[src/rtl/boot_remap_pkg.sv]
package boot_remap_pkg;
  typedef enum logic [2:0] {
    ST_IDLE,
    ST_SETTLE,
    ST_SAMPLE,
    ST_PROBE,
    ST_DONE
  } boot_st_e;
endpackage

[src/rtl/boot_seq_fsm.sv]
module boot_seq_fsm
  import boot_remap_pkg::*;
#(
  parameter int             AW             = 32,
  parameter int             DW             = 32,
  parameter int             SETTLE_CYCLES  = 4,
  parameter logic           BOOT_ROM_LEVEL = 1'b1,
  parameter logic [AW-1:0]  RV_ADDR        = 'h4
) (
  input  logic          clk,
  input  logic          rst,
  input  logic          boot_pin,
  input  logic          probe_valid,
  input  logic [DW-1:0] probe_data,
  output logic          probe_req,
  output logic [AW-1:0] probe_addr,
  output logic          cpu_hold,
  output logic          decide_valid,
  output logic          decide_alias
);
  localparam int CW = $clog2(SETTLE_CYCLES + 1);

  boot_st_e st;
  logic [CW-1:0] cnt;
  logic pin_rom;

  assign pin_rom = (boot_pin == BOOT_ROM_LEVEL);

  // decision event towards the alias register
  assign decide_valid = (st == ST_SAMPLE && pin_rom) || (st == ST_PROBE && probe_valid);
  assign decide_alias = (st == ST_SAMPLE) ? 1'b1 : (&probe_data);

  always_ff @(posedge clk) begin
    if (rst) begin
      st         <= ST_IDLE;
      cnt        <= '0;
      cpu_hold   <= 1'b1;
      probe_req  <= 1'b0;
      probe_addr <= '0;
    end else begin
      case (st)
        ST_IDLE: begin
          st  <= ST_SETTLE;
          cnt <= '0;
        end
        ST_SETTLE: begin
          if (cnt == CW'(SETTLE_CYCLES - 1)) st <= ST_SAMPLE;
          else cnt <= cnt + 1'b1;
        end
        ST_SAMPLE: begin
          if (pin_rom) begin
            cpu_hold <= 1'b0;
            st       <= ST_DONE;
          end else begin
            probe_req  <= 1'b1;
            probe_addr <= RV_ADDR;
            st         <= ST_PROBE;
          end
        end
        ST_PROBE: begin
          if (probe_valid) begin
            probe_req  <= 1'b0;
            probe_addr <= '0;
            cpu_hold   <= 1'b0;
            st         <= ST_DONE;
          end
        end
        default: st <= ST_DONE;
      endcase
    end
  end

  AST_REQ_HELD: assert property (@(posedge clk) disable iff (rst)
    probe_req && !probe_valid |=> probe_req);
  AST_REQ_RELEASE: assert property (@(posedge clk) disable iff (rst)
    probe_req && probe_valid |=> !probe_req && !cpu_hold);
  AST_HOLD_STAYS_LOW: assert property (@(posedge clk) disable iff (rst)
    !cpu_hold |=> !cpu_hold);
  AST_ROM_NO_PROBE: assert property (@(posedge clk) disable iff (rst)
    (st == ST_SAMPLE && pin_rom) |=> !probe_req && !cpu_hold);
endmodule

[src/rtl/alias_flag_reg.sv]
module alias_flag_reg #(
  parameter int            DW         = 32,
  parameter int            OW         = 12,
  parameter logic [OW-1:0] REG_OFFSET = 'h0F0
) (
  input  logic          clk,
  input  logic          rst,
  input  logic          hold,
  input  logic          decide_valid,
  input  logic          decide_alias,
  input  logic          reg_sel,
  input  logic          reg_wr,
  input  logic [OW-1:0] reg_addr,
  input  logic          wdata_lsb,
  output logic          alias_q,
  output logic [DW-1:0] reg_rdata
);
  logic hit, wr_hit, rd_hit;

  assign hit    = reg_sel && (reg_addr == REG_OFFSET);
  assign wr_hit = hit && reg_wr;
  assign rd_hit = hit && !reg_wr;

  always_ff @(posedge clk) begin
    if (rst) begin
      alias_q <= 1'b0;
    end else if (decide_valid) begin
      alias_q <= decide_alias;
    end else if (wr_hit && wdata_lsb && !hold) begin
      alias_q <= 1'b0;
    end
  end

  always_ff @(posedge clk) begin
    if (rst || !rd_hit) reg_rdata <= '0;
    else                reg_rdata <= {{(DW-1){1'b0}}, alias_q};
  end

  AST_NO_SW_SET: assert property (@(posedge clk) disable iff (rst)
    $rose(alias_q) |-> $past(decide_valid));
  AST_W1C: assert property (@(posedge clk) disable iff (rst)
    (wr_hit && wdata_lsb && !hold && !decide_valid) |=> !alias_q);
  AST_W0_KEEP: assert property (@(posedge clk) disable iff (rst)
    (!decide_valid && !(wr_hit && wdata_lsb)) |=> $stable(alias_q));
  AST_RSVD_ZERO: assert property (@(posedge clk) disable iff (rst)
    reg_rdata[DW-1:1] == '0);
endmodule

[src/rtl/low_addr_router.sv]
module low_addr_router #(
  parameter int            AW         = 32,
  parameter logic [AW-1:0] WINDOW     = 'h0001_0000,
  parameter logic [AW-1:0] ROM_BASE   = 'h0100_0000,
  parameter logic [AW-1:0] ROM_SIZE   = 'h0001_0000,
  parameter logic [AW-1:0] FLASH_SIZE = 'h0004_0000
) (
  input  logic          clk,
  input  logic          rst,
  input  logic          alias_on,
  input  logic          bus_req,
  input  logic [AW-1:0] bus_addr,
  output logic          sel_rom,
  output logic          sel_flash,
  output logic [AW-1:0] dev_addr
);
  localparam logic [AW-1:0] ROM_END = ROM_BASE + ROM_SIZE;

  logic in_low, in_rom, in_flash;

  assign in_low   = bus_addr < WINDOW;
  assign in_rom   = (bus_addr >= ROM_BASE) && (bus_addr < ROM_END);
  assign in_flash = bus_addr < FLASH_SIZE;

  always_ff @(posedge clk) begin
    if (rst || !bus_req) begin
      sel_rom   <= 1'b0;
      sel_flash <= 1'b0;
      dev_addr  <= '0;
    end else if (in_low) begin
      sel_rom   <= alias_on;
      sel_flash <= !alias_on;
      dev_addr  <= bus_addr;
    end else if (in_rom) begin
      sel_rom   <= 1'b1;
      sel_flash <= 1'b0;
      dev_addr  <= bus_addr - ROM_BASE;
    end else if (in_flash) begin
      sel_rom   <= 1'b0;
      sel_flash <= 1'b1;
      dev_addr  <= bus_addr;
    end else begin
      sel_rom   <= 1'b0;
      sel_flash <= 1'b0;
      dev_addr  <= '0;
    end
  end

  AST_ONE_TARGET: assert property (@(posedge clk) disable iff (rst)
    !(sel_rom && sel_flash));
  AST_LOW_TO_ROM: assert property (@(posedge clk) disable iff (rst)
    (bus_req && in_low && alias_on) |=> sel_rom);
  AST_LOW_TO_FLASH: assert property (@(posedge clk) disable iff (rst)
    (bus_req && in_low && !alias_on) |=> sel_flash);
endmodule

[src/rtl/boot_remap_ctrl.sv]
module boot_remap_ctrl #(
  parameter int             AW             = 32,
  parameter int             DW             = 32,
  parameter int             OW             = 12,
  parameter int             SETTLE_CYCLES  = 4,
  parameter logic           BOOT_ROM_LEVEL = 1'b1,
  parameter logic [AW-1:0]  RV_ADDR        = 'h4,
  parameter logic [OW-1:0]  REG_OFFSET     = 'h0F0,
  parameter logic [AW-1:0]  WINDOW         = 'h0001_0000,
  parameter logic [AW-1:0]  ROM_BASE       = 'h0100_0000,
  parameter logic [AW-1:0]  ROM_SIZE       = 'h0001_0000,
  parameter logic [AW-1:0]  FLASH_SIZE     = 'h0004_0000
) (
  input  logic          clk,
  input  logic          rst,
  input  logic          boot_pin,
  output logic          probe_req,
  output logic [AW-1:0] probe_addr,
  input  logic          probe_valid,
  input  logic [DW-1:0] probe_data,
  output logic          cpu_hold,
  input  logic          reg_sel,
  input  logic          reg_wr,
  input  logic [OW-1:0] reg_addr,
  input  logic [DW-1:0] reg_wdata,
  output logic [DW-1:0] reg_rdata,
  input  logic          bus_req,
  input  logic [AW-1:0] bus_addr,
  output logic          sel_rom,
  output logic          sel_flash,
  output logic [AW-1:0] dev_addr,
  output logic          remap
);
  logic decide_valid, decide_alias, alias_q;
  logic unused_wdata_hi;

  assign unused_wdata_hi = ^reg_wdata[DW-1:1];
  assign remap = alias_q;

  boot_seq_fsm #(
    .AW(AW), .DW(DW), .SETTLE_CYCLES(SETTLE_CYCLES),
    .BOOT_ROM_LEVEL(BOOT_ROM_LEVEL), .RV_ADDR(RV_ADDR)
  ) u_seq (
    .clk(clk), .rst(rst), .boot_pin(boot_pin),
    .probe_valid(probe_valid), .probe_data(probe_data),
    .probe_req(probe_req), .probe_addr(probe_addr), .cpu_hold(cpu_hold),
    .decide_valid(decide_valid), .decide_alias(decide_alias)
  );

  alias_flag_reg #(
    .DW(DW), .OW(OW), .REG_OFFSET(REG_OFFSET)
  ) u_flag (
    .clk(clk), .rst(rst), .hold(cpu_hold),
    .decide_valid(decide_valid), .decide_alias(decide_alias),
    .reg_sel(reg_sel), .reg_wr(reg_wr), .reg_addr(reg_addr),
    .wdata_lsb(reg_wdata[0]), .alias_q(alias_q), .reg_rdata(reg_rdata)
  );

  low_addr_router #(
    .AW(AW), .WINDOW(WINDOW), .ROM_BASE(ROM_BASE),
    .ROM_SIZE(ROM_SIZE), .FLASH_SIZE(FLASH_SIZE)
  ) u_route (
    .clk(clk), .rst(rst), .alias_on(alias_q),
    .bus_req(bus_req), .bus_addr(bus_addr),
    .sel_rom(sel_rom), .sel_flash(sel_flash), .dev_addr(dev_addr)
  );
endmodule

[config.mk]
export PLATFORM = sky130hd
export DESIGN_NAME = boot_remap_ctrl
export DESIGN_NICKNAME = d
export VERILOG_FILES = /design/src/rtl/boot_remap_pkg.sv /design/src/rtl/boot_seq_fsm.sv /design/src/rtl/alias_flag_reg.sv /design/src/rtl/low_addr_router.sv /design/src/rtl/boot_remap_ctrl.sv
export SDC_FILE = /design/constraint.sdc
export NUM_CORES = 1
export LEC_CHECK = 0
export BUFFER_PORTS_ARGS = -buffer_cell sky130_fd_sc_hd__buf_2
export CAP_MARGIN = 40
export CORE_MARGIN = 4
export CORE_UTILIZATION = 30
export DETAILED_ROUTE_END_ITERATION = 8
export HOLD_SLACK_MARGIN = 0.1
export PLACE_DENSITY_LB_ADDON = 0.25
export SLEW_MARGIN = 20
export SYNTH_ARGS = -nofsm -noshare
export SYNTH_HDL_FRONTEND = slang
export SYNTH_SLANG_ARGS = --single-unit
[constraint.sdc]
create_clock -name clk -period 1.65 [get_ports clk]
set_input_delay 0.33 -clock clk [delete_from_list [all_inputs] [get_ports clk]]
set_output_delay 0.33 -clock clk [all_outputs]
set_load 0.05 [all_outputs]
# Word-level counts from Yosys, hierarchy flattened
# Cells that the tools add are included.
# word_totals
ff_bits	107
latch_bits	0
ramBits	0
mem_bits_ro	0
inputBits	115
out_inout_bits	101
elab_cells	77
mem_count	0
# op_classes
n_addsub	2
multipliers	0
div_mod_pow	0
magnitude_cmp	4
n_eq_ne	10
n_shift	0
n_mux	25
bitwise	0
n_reduce_logical	25
# op_table
cell	count
two-way mux 32 bit	5
one-hot mux 32 bit (2 select lines)	1
greater-or-equal comparator 32 x 25 -> 1 bit, second input constant	1
< comparator 32 x 17 -> 1 bit, second input constant	1
< comparator 32 x 19 -> 1 bit, second input constant	1
< comparator 32 x 25 -> 1 bit, second input constant	1
AND reduction 32 bit	1
subtractor 32 x 25 -> 32 bit, second input constant	1
equality test 12 x 8 -> 1 bit, second input constant	1
two-way mux 3 bit	4
one-hot mux 3 bit (4 select lines)	1
two-way mux 1 bit	11
equality test 3 x 2 -> 1 bit, second input constant	3
logical AND 1 bit	8
inequality test 2 bit, second input constant	4
one-hot mux 3 bit (2 select lines)	1
AND reduction 3 bit	2
nonzero test 2 bit	3
zero test 1 bit	5
one-hot mux 1 bit (2 select lines)	2
AND reduction 2 bit	2
adder 3 x 1 -> 3 bit, second input constant	1
equality test 3 x 1 -> 1 bit, second input constant	1
zero test 3 bit	1
2 further kinds	4

# Depth between registers and ports, before layout
# logic_depth
word_depth	7
mapped_depth	7
mapped_depth_nobuf	6

# Modules after synthesis
# Synthesis repeated with hierarchy kept, for this count alone.
# hier_totals
cells_unflattened	232
hier_area_um2	2200.9
# by_module_without_submodules
mod	instances	cells_per_inst	area_each_um2
low_addr_router	1	96	1113.6
boot_seq_fsm	1	91	719.4
alias_flag_reg	1	45	367.9

# Worst setup path after synthesis
# No wires, ideal clock.
# synth_timing
path_kind	input port to flip-flop
start	in bus_addr[25]
end	reg u_route.dev_addr[12]
setup_ns	0.140
arrival_time_ns	1.295
required_ns	1.510
slack_ns	0.216
path_stages	7
path_cell_list	inv_1 > ha_1 > inv_1 > a32oi_1 > o21a_1 > buf_6 > nor3b_2
# synth_between
elab_chain_cells	4
word_cells_on_any_way	8
classes_between	order compare (4); mux (3); reduce/logical (1)
# synth_lines
item	line_no	text
from (decl)	boot_remap_ctrl.sv:28	input logic [AW-1:0] bus_addr,
< comparator 32 x 19 -> 1 bit, or another cell as far along	low_addr_router.sv:23	assign in_flash = bus_addr < FLASH_SIZE;
two-way mux 32 bit / logical AND 1 bit (equally long branches)	low_addr_router.sv:38, low_addr_router.sv:22	
two-way mux 32 bit	low_addr_router.sv:34	end else if (in_rom) begin
two-way mux 32 bit *	low_addr_router.sv:30	end else if (in_low) begin
to (signal assigned)	low_addr_router.sv:33	dev_addr <= bus_addr;
to (signal assigned)	low_addr_router.sv:37	dev_addr <= bus_addr - ROM_BASE;
to (signal assigned)	low_addr_router.sv:41	dev_addr <= bus_addr;
to (decl)	low_addr_router.sv:15	output logic [AW-1:0] dev_addr
# Every way passes the cells marked *; elsewhere a longest branch is shown, timed or not.
# A chain may end at the register's enable or synchronous reset.

# Final worst setup path
# layout_timing
start	reg u_seq.cnt[0]
end	reg u_seq.cnt[1]
# layout_between
elab_chain_cells	3
word_cells_on_any_way	6
classes_between	add/sub (1); eq/ne (2); mux (2); reduce/logical (1)
# layout_lines
item	line_no	text
from (decl)	boot_seq_fsm.sv:24	logic [CW-1:0] cnt;
from (signal assigned)	boot_seq_fsm.sv:48	else cnt <= cnt + 1'b1;
adder 3 x 1 -> 3 bit / equality test 3 x 2 -> 1 bit (equally long branches)	boot_seq_fsm.sv:48, boot_seq_fsm.sv:47	
two-way mux 3 bit / inequality test 2 bit (equally long branches)	n/a	
one-hot mux 3 bit (2 select lines) / AND reduction 2 bit (equally long branches)	n/a	
# Parallel ways exist; a longest one is shown, timed or not. The select of a mux whose other input is x is not followed.

==> flow_summary.yaml <==
clock_tree:
  clock_latency_ns: 0.29
  holdBufCountCts: 0
  clockRootBuffer: "clkbuf_8"
  clk_pin_slew_worst_paths_ns: 0.08
  cts_tree: "built"
  cts_htree_levels: 2
  clockBufferDepth: 2
  cts_buffers: 5
  cts_sinks: 44
  post_cts_buffers: 0
  cts_resized: 0
detailed_routing:
  route.detailed.drc: 0
  vias: 1915
  drtAntennaViolNets: 0
  drtIter0Drc: 50
  routed_wl_um: 5530
  post_drt_wl_per_cell_um: 11.7
  dr.pass1.iters: 7
  routed_via_density: 4.07
worst_setup_path:
  critPathBufInv: 0
  crit_family: "compound AO/OA/AOI/OAI gates"
  critical_path.max_fanout: 4
  cp-end-kind: "flop"
  slowest_delay_ns: 0.34
  worstPathRequired_ns: 1.83
  crit_top_cell: "ha_1"
  critPathKind: "reg -> reg"
  cpMaxStageDelayCell: "a211o_1"
  startpoint: "u_seq.cnt[0]$_SDFFE_PP0P_"
  rr_startpoint: "u_seq.cnt[0]$_SDFFE_PP0P_"
  worstSetupStartpointType: "flop"
  crit_arrival_ns: 1.62
  path_cells: "ha_1, ha_1, a211o_1, a22oi_1, nor2_1"
finish:
  instances_no_fill: 471
  syn_to_final_growth_pct: 27.9
  nNetsFinal: 491
  n_antenna_cell: 0
  multi_input_area_sq_um: 1110
  fin_area_sq_um: 2940
  fillers: 719
  drive_above_1_share_pct: 43.8
  register_area_sq_um: 881
die:
  start_util_pct: 31.4
  num_rows: 31
  die_area_sq_um: 9130
  core_region_area_sq_um: 7330
  top_level_ports: 216
  dieHeight_um: 95.5
  die_x_um: 95.5
grt:
  track_usage_pct: 11.1
  gr-usage-met1_pct: 13.3
  antenna_found_initial: 0
  grt_pass1_wl_um: 7800
  grt_use_met3_pct: 3.08
  grt_pass1_vias: 1654
  grt_max_degree: 23
  overflow: 0
  top_usage_layer: "met2"
  grt_use_met2_pct: 18.5
flow_run:
  maxCapViolCount: 0
placement:
  place.port_buffers: 122
  hpwlAfterDp_um: 4660
  place_area_sq_um: 2860
  dp.cells: 464
  place_congestion: 0.790
logic_synthesis:
  netlist-cell-type-count: 38
  synth_area_per_cell_sq_um: 9.70
  ys_ff_latch: 44
  synthCells: 237
  ys_seq_area_share_pct: 38.3
  synth_area_sq_um: 2300
  synth_warnings: 0
sta:
  fin_crit_sh_pct: 87.5
  max_freq_mhz: 693
  min_period_ns: 1.44
  report.final.slew_viol_count: 0
  hold_viol: 0
  setup_viol: 0
  fin_skew_ns: 0.00509
  rsz0062_at_grt: "no"
status:
  status: "completed"
power_and_ir_drop:
  ir_drop_uv: 297
  powerDensity_nw_per_um2: 762
  leakagePower_nw: 1.43
worst_hold_path:
  hold_path_class: "in -> reg"
  worstHoldStart: "bus_addr[18]"
==> metal layers <==
layer / share of wire [%] / wire length (um) / vias up
li1: - / - / 965
met3: 11 / 633 / 4
met2: 47 / 2620 / 118
met5: 0 / 0 / -
met1: 40 / 2200 / 828
met4: 1.2 / 69 / 0
==> cell type report <==
| type | count | share of cell area [%] |
|---|---|---|
| clock buffer | 6 | 2.47 |
| inverter | 8 | 1.02 |
| clock inverter | 1 | 0.170 |
| tap | 99 | 4.21 |
| multi-input combinational | 178 | 37.7 |
| timing repair buffer | 135 | 24.5 |
| sequential | 44 | 30.0 |
==> registers in the layout (all words and copies together) (netlist names) <==
register / flops
u_route.sel_flash: 1
u_seq.probe_addr: 1
u_flag.reg_rdata: 1
u_flag.alias_q: 1
u_route.dev_addr: 32
u_seq.cpu_hold: 1
u_seq.cnt: 3
u_seq.st: 3
u_route.sel_rom: 1
==> synth_stat cells (all sizes together) <==
cell type,count,area (sq um)
nor4b,1,8.76
nand2,6,22.5
and2,2,12.5
dfxtp,44,881
nand2b,3,18.8
a211oi,5,37.5
clkbuf,4,15.0
mux2i,4,40.0
nand3,8,40.0
or4,1,7.51
inv,8,30.0
a31oi,1,6.26
o211ai,1,7.51
o21ai,1,5.00
buf,67,505
nor3b,23,273
nor3,6,30.0
a21o,1,7.51
a31o,1,8.76
and3,2,12.5
o21a,1,7.51
conb,1,3.75
nor4,3,33.8
a22oi,2,15.0
a21oi,7,35.0
a211o,1,8.76
nand4,8,50.1
nand4b,3,26.3
nor2,11,41.3
or3b,1,8.76
nand3b,2,15.0
o21bai,1,7.51
ha,4,50.1
a32oi,3,26.3
==> where the power goes <==
part	leakage, nW	switching (W)	internal, W	total, W
logic	1.04	0.000419	0.000123	0.000542
registers	0.356	0.00000863	0.00107	0.00108
clock network	0.0410	0.000332	0.000288	0.000619
total	1.43	0.000759	0.00148	0.00224
==> cells by family (layout without fill, tap and decap cells) <==
kind of cell             Yosys count  in the layout  share of synthesized area [%]
flip-flops                        44             44                           38.3
other                              1             65                          0.163
AND/OR/NAND/NOR                   80             80                           26.1
buffers and inverters             79            150                           24.0
AO/OA/AOI/OAI                     25             25                           7.51
adder cells (fa/ha/maj)            4              4                           2.18
multiplexers                       4              4                           1.74
==> worst reg2reg max path, stage by stage, from the launching register on <==
cell and delay (ns):
dfxtp_1 0.33, ha_1 0.19, ha_1 0.23, a211o_1 0.34, a22oi_1 0.19, nor2_1 0.05
==> worst paths after layout <==
path	to	slack, ns	depth (start not counted)
worst max-delay path	u_seq.cnt[1]$_SDFFE_PP0P_	0.21	5
worst min-delay path	u_route.dev_addr[18]$_SDFF_PP0_	0.26	2
worst max register to register	u_seq.cnt[1]$_SDFFE_PP0P_	0.21	5
worst min register to register	u_seq.cpu_hold$_SDFFE_PP1P_	0.48	2
==> metrics by stage <==
step / power, W / utilization (%) / hold slack (ns) / setup WS [ns] / setup TNS [ns]
2_1_floorplan: 0.00162 / - / 0.452 / 0.216 / 0
3_3_place_gp: 0.00164 / 39.1 / 0.467 / 0.0226 / 0
6_report: 0.00224 / 40.1 / 0.261 / 0.206 / 0
3_5_place_dp: 0.00164 / 39.1 / 0.468 / -0.0107 / -0.0196
4_1_cts: 0.00227 / 40.1 / 0.251 / 0.194 / 0
5_1_grt: 0.00234 / 40.1 / 0.254 / 0.114 / 0
==> layout by cell type (no fill, tap or decap), types with 2 or more instances in the layout <==
master / n
nand2b_1: 3
nor3_1: 6
ha_1: 4
nor2_1: 11
nand4b_1: 3
nand3_1: 8
nor4_1: 2
nand2_1: 6
a22oi_1: 2
buf_2: 122
a32oi_1: 3
and3_1: 2
and2_1: 2
conb_1: 65
a21oi_1: 7
nor3b_1: 3
clkbuf_8: 5
nand3b_1: 2
mux2i_1: 4
dfxtp_1: 44
inv_1: 8
nor3b_2: 20
buf_4: 12
nand4_1: 8
a211oi_1: 5
Power figures use the tool's default switching activity.
